===== src/rtl/evtrig_pkg.sv =====
package evtrig_pkg;

    parameter int unsigned CAND_N  = 4;
    parameter int unsigned DEST_N  = 4;
    parameter int unsigned REG_W   = 32;
    parameter int unsigned ADDR_W  = 1;

    localparam int unsigned SEL_W   = $clog2(CAND_N);
    localparam int unsigned DEST_W  = $clog2(DEST_N);
    localparam int unsigned NIB_W   = 2 * SEL_W;
    localparam int unsigned CLR_BIT = 12;

    localparam logic [ADDR_W-1:0] ADDR_SEL  = ADDR_W'(0);
    localparam logic [ADDR_W-1:0] ADDR_CTRL = ADDR_W'(1);

    typedef enum logic [1:0] {
        OP_PATH_A = 2'd0,
        OP_PATH_B = 2'd1,
        OP_EITHER = 2'd2,
        OP_BOTH   = 2'd3
    } merge_op_e;

    typedef struct packed {
        logic [DEST_W-1:0] dest;
        logic              pulse_en;
        logic              hw_flag;
        logic              fall_en;
        logic              rise_en;
        logic              inv_b;
        logic              inv_a;
        merge_op_e         op;
    } ctrl_t;

    localparam int unsigned CTRL_W = $bits(ctrl_t);

    typedef struct packed {
        logic [SEL_W-1:0] sel_b;
        logic [SEL_W-1:0] sel_a;
    } sel_t;

    function automatic logic merge_paths(input ctrl_t c, input logic a, input logic b);
        logic x;
        logic y;
        logic r;
        x = a ^ c.inv_a;
        y = b ^ c.inv_b;
        case (c.op)
            OP_PATH_A: r = x;
            OP_PATH_B: r = y;
            OP_EITHER: r = x | y;
            default:   r = x & y;
        endcase
        return r;
    endfunction

endpackage


===== src/rtl/evtrig_cfg.sv =====
module evtrig_cfg
    import evtrig_pkg::*;
#(
    parameter int unsigned CHAN_IDX = 1
) (
    input  logic              clk,
    input  logic              rst,
    input  logic              wr_en,
    input  logic [ADDR_W-1:0] wr_addr,
    input  logic [REG_W-1:0]  wr_data,
    output sel_t              sel_o,
    output ctrl_t             ctrl_o,
    output logic              clr_o
);

    localparam int unsigned NIB_LSB = CHAN_IDX * NIB_W;

    sel_t  sel_q;
    ctrl_t ctrl_q;
    logic  hit_sel;
    logic  hit_ctrl;
    logic  unused_bits;

    assign hit_sel  = wr_en && (wr_addr == ADDR_SEL);
    assign hit_ctrl = wr_en && (wr_addr == ADDR_CTRL);

    always_ff @(posedge clk) begin
        if (rst) begin
            sel_q  <= '0;
            ctrl_q <= '0;
        end else begin
            if (hit_sel)
                sel_q <= sel_t'(wr_data[NIB_LSB +: NIB_W]);
            if (hit_ctrl)
                ctrl_q <= ctrl_t'(wr_data[CTRL_W-1:0]);
        end
    end

    assign clr_o       = hit_ctrl && wr_data[CLR_BIT];
    assign sel_o       = sel_q;
    assign ctrl_o      = ctrl_q;
    assign unused_bits = ^wr_data;

    // only this channel's nibble reaches the selection
    a_r1_own_nibble: assert property (@(posedge clk) disable iff (rst)
        hit_sel |=> (sel_q == $past(wr_data[NIB_LSB +: NIB_W])));

    // writes to the other address leave the selection unchanged
    a_r1_sel_hold: assert property (@(posedge clk) disable iff (rst)
        !hit_sel |=> $stable(sel_q));

endmodule


===== src/rtl/evtrig_path_sel.sv =====
module evtrig_path_sel
    import evtrig_pkg::*;
(
    input  logic [CAND_N-1:0] cand_i,
    input  logic [SEL_W-1:0]  sel_i,
    output logic              line_o
);

    assign line_o = cand_i[sel_i];

endmodule


===== src/rtl/evtrig_edge.sv =====
module evtrig_edge
    import evtrig_pkg::*;
(
    input  logic  clk,
    input  logic  rst,
    input  ctrl_t ctrl_i,
    input  logic  path_a,
    input  logic  path_b,
    input  logic  clr_i,
    output logic  evt_o,
    output logic  flag_o
);

    logic cur;
    logic prev_q;
    logic flag_q;
    logic rise_hit;
    logic fall_hit;
    logic flag_d;
    logic unused_fields;

    assign cur      = merge_paths(ctrl_i, path_a, path_b);
    assign rise_hit = ctrl_i.rise_en &&  cur && !prev_q;
    assign fall_hit = ctrl_i.fall_en && !cur &&  prev_q;
    assign evt_o    = rise_hit || fall_hit;

    always_comb begin
        flag_d = flag_q;
        if (ctrl_i.hw_flag) begin
            if (rise_hit)
                flag_d = 1'b1;
            else if (fall_hit)
                flag_d = 1'b0;
            else if (clr_i)
                flag_d = 1'b0;
        end else begin
            if (evt_o)
                flag_d = 1'b1;
            else if (clr_i)
                flag_d = 1'b0;
        end
    end

    always_ff @(posedge clk) begin
        if (rst) begin
            prev_q <= 1'b0;
            flag_q <= 1'b0;
        end else begin
            prev_q <= cur;
            flag_q <= flag_d;
        end
    end

    assign flag_o        = flag_q;
    assign unused_fields = ^{ctrl_i.dest, ctrl_i.pulse_en};

    // the flag can only rise after the merged signal changed
    a_r3_flag_needs_change: assert property (@(posedge clk) disable iff (rst)
        $rose(flag_q) |-> $past(cur != prev_q));

    // in software mode the flag holds until cleared
    a_r5_sticky: assert property (@(posedge clk) disable iff (rst)
        (!ctrl_i.hw_flag && flag_q && !clr_i) |=> flag_q);

    // in hardware mode an enabled falling change clears the flag
    a_r6_hw_fall: assert property (@(posedge clk) disable iff (rst)
        (ctrl_i.hw_flag && ctrl_i.fall_en && prev_q && !cur) |=> !flag_q);

endmodule


===== src/rtl/evtrig_route.sv =====
module evtrig_route
    import evtrig_pkg::*;
(
    input  logic              clk,
    input  logic              rst,
    input  logic              evt_i,
    input  logic              pulse_en,
    input  logic [DEST_W-1:0] dest_i,
    output logic [DEST_N-1:0] trig_o
);

    logic [DEST_N-1:0] trig_q;

    for (genvar i = 0; i < DEST_N; i++) begin : g_dest
        always_ff @(posedge clk) begin
            if (rst)
                trig_q[i] <= 1'b0;
            else
                trig_q[i] <= evt_i && pulse_en && (dest_i == DEST_W'(i));
        end
    end

    assign trig_o = trig_q;

    // at most one destination pulses at a time
    a_r7_one_dest: assert property (@(posedge clk) disable iff (rst)
        $onehot0(trig_q));

    // a pulse always follows a detected event one cycle earlier
    a_r4_pulse_after_evt: assert property (@(posedge clk) disable iff (rst)
        (|trig_q) |-> $past(evt_i));

endmodule


===== src/rtl/evtrig_channel.sv =====
module evtrig_channel
    import evtrig_pkg::*;
#(
    parameter int unsigned CHAN_IDX = 1
) (
    input  logic              clk,
    input  logic              rst,
    input  logic              wr_en,
    input  logic [ADDR_W-1:0] wr_addr,
    input  logic [REG_W-1:0]  wr_data,
    input  logic [CAND_N-1:0] cand_a,
    input  logic [CAND_N-1:0] cand_b,
    output logic [DEST_N-1:0] trig_o,
    output logic              flag_o
);

    sel_t  sel;
    ctrl_t ctrl;
    logic  clr;
    logic  line_a;
    logic  line_b;
    logic  evt;

    evtrig_cfg #(.CHAN_IDX(CHAN_IDX)) u_cfg (
        .clk     (clk),
        .rst     (rst),
        .wr_en   (wr_en),
        .wr_addr (wr_addr),
        .wr_data (wr_data),
        .sel_o   (sel),
        .ctrl_o  (ctrl),
        .clr_o   (clr)
    );

    evtrig_path_sel u_sel_a (
        .cand_i (cand_a),
        .sel_i  (sel.sel_a),
        .line_o (line_a)
    );

    evtrig_path_sel u_sel_b (
        .cand_i (cand_b),
        .sel_i  (sel.sel_b),
        .line_o (line_b)
    );

    evtrig_edge u_edge (
        .clk    (clk),
        .rst    (rst),
        .ctrl_i (ctrl),
        .path_a (line_a),
        .path_b (line_b),
        .clr_i  (clr),
        .evt_o  (evt),
        .flag_o (flag_o)
    );

    evtrig_route u_route (
        .clk      (clk),
        .rst      (rst),
        .evt_i    (evt),
        .pulse_en (ctrl.pulse_en),
        .dest_i   (ctrl.dest),
        .trig_o   (trig_o)
    );

    // no pulse unless the enable was set when the edge was seen
    a_r7_pulse_gated: assert property (@(posedge clk) disable iff (rst)
        (|trig_o) |-> $past(ctrl.pulse_en));

    // outputs are quiet right after a reset cycle
    a_r9_reset_quiet: assert property (@(posedge clk)
        $past(rst) |-> ((trig_o == '0) && !flag_o));

endmodule


===== config.mk =====
export PLATFORM = sky130hd
export DESIGN_NAME = evtrig_channel
export DESIGN_NICKNAME = d
export VERILOG_FILES = /design/src/rtl/evtrig_pkg.sv /design/src/rtl/evtrig_cfg.sv /design/src/rtl/evtrig_path_sel.sv /design/src/rtl/evtrig_edge.sv /design/src/rtl/evtrig_route.sv /design/src/rtl/evtrig_channel.sv
export SDC_FILE = /design/constraint.sdc
export NUM_CORES = 1
export LEC_CHECK = 0
export BUFFER_PORTS_ARGS = -buffer_cell sky130_fd_sc_hd__buf_2
export CORE_ASPECT_RATIO = 2
export CORE_MARGIN = 3
export CORE_UTILIZATION = 35
export DETAILED_ROUTE_END_ITERATION = 8
export PLACE_DENSITY = 0.75
export SLEW_MARGIN = 5
export SYNTH_ARGS = -nofsm -noshare
export SYNTH_HDL_FRONTEND = slang
export SYNTH_HIERARCHICAL = 1
export SYNTH_SLANG_ARGS = --single-unit
export TNS_END_PERCENT = 10

===== constraint.sdc =====
create_clock -name clk -period 2.4 [get_ports clk]
set_input_delay 0.12 -clock clk [delete_from_list [all_inputs] [get_ports clk]]
set_output_delay 0.12 -clock clk [all_outputs]
set_load 0.02 [all_outputs]

==> results <==
- The fmax is 0.444 GHz.
- Dividing the detail-routed wire length by the instance count gives 13.3 um.
- Cells with a size suffix above 1 make up 36.6% of the layout.
- The worst ir drop on vdd is 0.000442 V.
- The leakage component of the power is 0.489 nW.
- The congestion estimate from routability-driven global placement came to 0.670.
- The initial antenna violation count is 0.
- The leading register cell type out of synthesis is sky130_fd_sc_hd__dfxtp_1.
- Setup total negative slack on the finished layout was measured at 0 ps.
- Data on the critical path is required at its endpoint by 2550 ps.
- The worst setup skew after layout is 2.43 ps.
- Headroom to the max-slew limit came out at 72.2%.
- In this run, flip-flops and latches consume 51.4% of the power.
- The overall fraction of global-route tracks in use is 12.2%.
- The power share of the clock group is 35.9%.
- The die extent in x is 42.1 um.
- The number of register bits inferred by synthesis is 20.
- The final period demand of the worst path is 2250 ps.
- After synthesis, the share of flip-flops with an asynchronous set or reset is 0%.
- The HPWL after detailed placement is 1.38 mm.
- The run finished with clean final reports.
- After synthesis, the most frequently instantiated cells are sky130_fd_sc_hd__dfxtp_1, sky130_fd_sc_hd__nand2b_1, sky130_fd_sc_hd__mux2i_1, sky130_fd_sc_hd__a21oi_1, sky130_fd_sc_hd__nand3_1.
- The die footprint is 0.00330 sq mm.
- The number of clock buffers inserted by TritonCTS is 3.
- The layout has 247 filler cells.
- Global routing used 12.0% of the available met1 tracks.
- Each instance of the synthesized netlist takes up on average 10.8 sq um.
- The fraction of post-synthesis cell area in the top cell type by area is 43.8%.
- For this run, the number of Yosys warnings is 6.
- The later-pin clock latency in the skew report is 250 ps.
- The number of nets in the layout is 157.
- After layout, the worst path uses 93.8% of the clock period.
- The clock-pin transition on the worst setup and hold timing paths is 70 ps.
- The clock tree root driver cell is sky130_fd_sc_hd__clkbuf_8.
- The synthesized design spends more area on one cell type than any other, namely sky130_fd_sc_hd__dfxtp_1.
- The combined area of all synthesized cells is 915 sq um.
- Setup violations remaining at the end of the flow were counted as 0.
- The utilization after layout is 45.5%.
- Ranked by total cell area, the synthesized netlist is headed by sky130_fd_sc_hd__dfxtp_1, sky130_fd_sc_hd__mux2i_1, sky130_fd_sc_hd__nand2b_1, sky130_fd_sc_hd__mux4_2, sky130_fd_sc_hd__a21bo_1.
- Summing the sequential cell areas from Yosys gives 43.8% of the chip area.
- The number of synthesized flops with an enable pin is 0.
- The row count is 25.
- The via-per-instance ratio is 5.23.
- The final count of pins violating max slew is 0.
- The first global-routing pass estimated 3.11 mm of wire.
- During I/O placement, the number of pins put on the boundary was 49.
- Once the clock tree was built, the setup fixing pass inserted 0 buffers.
- The most common cell in the netlist is sky130_fd_sc_hd__dfxtp_1.
- The core region is 0.00244 sq mm.
- Input and output buffers added on the ports amount to 27.
- The initial detailed-routing violation count is 7.
- The number of library cell types mapped by synthesis is 27.
- Counting along the longest clock path gives a buffer depth of 2.
- The final layout contains routed wiring with a total length of 1.86 mm.
- The diode insertion count for antenna repair is 0.
- The worst endpoint data arrival time is 2400 ps.
- On the final layout, the worst hold slack is 110 ps.
- STA classifies the critical path endpoint as a register.
- Of the total power, the share spent switching nets is 22.6%.
- For this run, global-route usage on met3 was measured as 3.21%.
- The worst setup path is of the reg -> reg kind.
- The initial utilization of the core area, before any placement, comes to 37.5%.
- The number of iterations in the first detailed-routing pass is 4.
- For this design, the sink count on the clock tree is 20.
- The gate count of the mapped netlist is 85.
- In this run the register-to-register setup slack is 150 ps.
- The final route contains 727 vias.
- At the pin with the least slew margin, the transition time is 416 ps.
- Entering global routing, the biggest net connects 25 pins.
- The via count of the first global-routing pass is 728.
- The internal portion of the total power is 0.539 mW.
- From bottom edge to top edge, the die measures 78.3 um.
- The layer flagged by global routing as most heavily used is met2.
- The finished layout holds 139 standard cells, fillers aside.
- The final hold violation count was 0.
- The share of total power dissipated in combinational logic is 12.6%.
- In the global route stage, met2 resource usage came out at 21.6%.
- The remaining design rule violation count is 0.
- The worst setup path is launched from a register.
- The max-cap violation count is 0.
- The detail route stage leaves a number of antenna-violating nets equal to 0.
- The largest fanout on the critical path is 4.
- The number of placed instances, taps included is 135.
- In this run the power density over the cells is 627 mW/mm^2.
- Setup repair after global routing left no endpoint under its margin.
- Synthesis produced a netlist with a net count of 129.
- The analysis attributes to net switching a power of 0.157 mW.
- The area growth from synthesis to final layout is 21.3%.
- The path class of the tightest hold or removal check is in -> reg.
- TritonCTS built the clock tree.
- The number of H-tree levels is 1.
- The total overflow reported by the global router is 0.
power by group through the flow:
stage	Clock, mW	Combinational [mW]	Sequential [mW]
6_report	0.250	0.0880	0.358
5_1_grt	0.267	0.0978	0.359
4_1_cts	0.260	0.0868	0.357
3_5_place_dp	0	0.0862	0.365
3_3_place_gp	0	0.0834	0.364
2_1_floorplan	0	0.0589	0.363
cell usage in the layout (no fill, tap or decap), drive strengths merged:
| cell type | netlist | layout |
|---|---|---|
| nand2b | 12 | 12 |
| nand2 | 2 | 2 |
| mux2i | 8 | 8 |
| or2 | 1 | 1 |
| nor2b | 2 | 2 |
| a21oi | 6 | 6 |
| mux4 | 2 | 2 |
| buf | 4 | 27 |
| a21bo | 6 | 6 |
| and4bb | 1 | 1 |
| inv | 1 | 1 |
| and2 | 1 | 1 |
| o211a | 1 | 1 |
| nor4b | 3 | 3 |
| and3 | 1 | 1 |
| o311a | 1 | 1 |
| nand3 | 6 | 6 |
| dfxtp | 20 | 20 |
| nor3 | 1 | 1 |
| o21a | 1 | 1 |
| clkbuf | 0 | 4 |
| xnor2 | 3 | 3 |
| nor4 | 1 | 1 |
| o2111ai | 1 | 1 |
flip-flops by register name (all words and copies together), names as in the netlist:
name,flops
u_cfg/sel_o,4
u_route/trig_o,4
u_cfg/ctrl_o,10
u_edge/flag_o,1
u_edge/prev_q,1
final timing paths:
path	cells past startpoint	end	from
worst min register to register	2	u_cfg/ctrl_o[6]$_SDFFE_PP0P_	u_cfg/ctrl_o[6]$_SDFFE_PP0P_
worst max register to register	7	u_route/trig_o[3]$_SDFF_PP0_	u_cfg/sel_o[0]$_SDFFE_PP0P_
worst max-delay path	7	u_route/trig_o[3]$_SDFF_PP0_	u_cfg/sel_o[0]$_SDFFE_PP0P_
worst min-delay path	3	u_cfg/ctrl_o[1]$_SDFFE_PP0P_	wr_data[1]
area by class of cell:
| type | instances | area [sq um] | area share, % |
|---|---|---|---|
| Tap cell | 27 | 33.8 | 3.04 |
| Multi-Input combinational cell | 60 | 482 | 43.4 |
| Sequential cell | 20 | 400 | 36.1 |
| Timing Repair Buffer | 27 | 135 | 12.2 |
| Clock buffer | 4 | 55.1 | 4.96 |
| Inverter | 1 | 3.75 | 0.338 |
repair_timing:
action	4_1_cts	5_1_grt
gates resized for setup	0	1
setup endpoints to repair	0	2
hold buffers	0	0
endpoints found under the hold margin	0	0
critical path, cell delays in order (launching register included):
cell                       delay [ps]
sky130_fd_sc_hd__dfxtp_1          360
sky130_fd_sc_hd__mux4_2           520
sky130_fd_sc_hd__xnor2_1          150
sky130_fd_sc_hd__o21a_1           230
sky130_fd_sc_hd__o211a_1          260
sky130_fd_sc_hd__or2_2            280
sky130_fd_sc_hd__nand2_2          100
sky130_fd_sc_hd__and4bb_2         240
through the flow:
| stage | power, mW | area, sq um | setup slack [ps] |
|---|---|---|---|
| after floorplan | 0.422 | 915 | 305 |
| after global placement | 0.447 | 1050 | 228 |
| after detailed placement | 0.451 | 1050 | 178 |
| after CTS | 0.705 | 1100 | 173 |
| after global routing | 0.725 | 1110 | 69.7 |
| final | 0.696 | 1110 | 148 |
layer usage:
metal / wire (um) / share of wire [%]
met1: 729 / 39
met2: 988 / 53
met3: 114 / 6.1
met4: 23 / 1.2
met5: 0 / 0
logic make-up (layout without fill, tap and decap cells):
family | after synthesis | in the layout | synth area share, %
AO/OA/AOI/OAI | 16 | 16 | 13.8
AND/OR/NAND/NOR | 31 | 31 | 21.6
buffers and inverters | 5 | 32 | 4.24
multiplexers | 10 | 10 | 13.7
XOR/XNOR | 3 | 3 | 2.87
flip-flops | 20 | 20 | 43.8
Note: power is estimated with default switching activity, not from simulation.
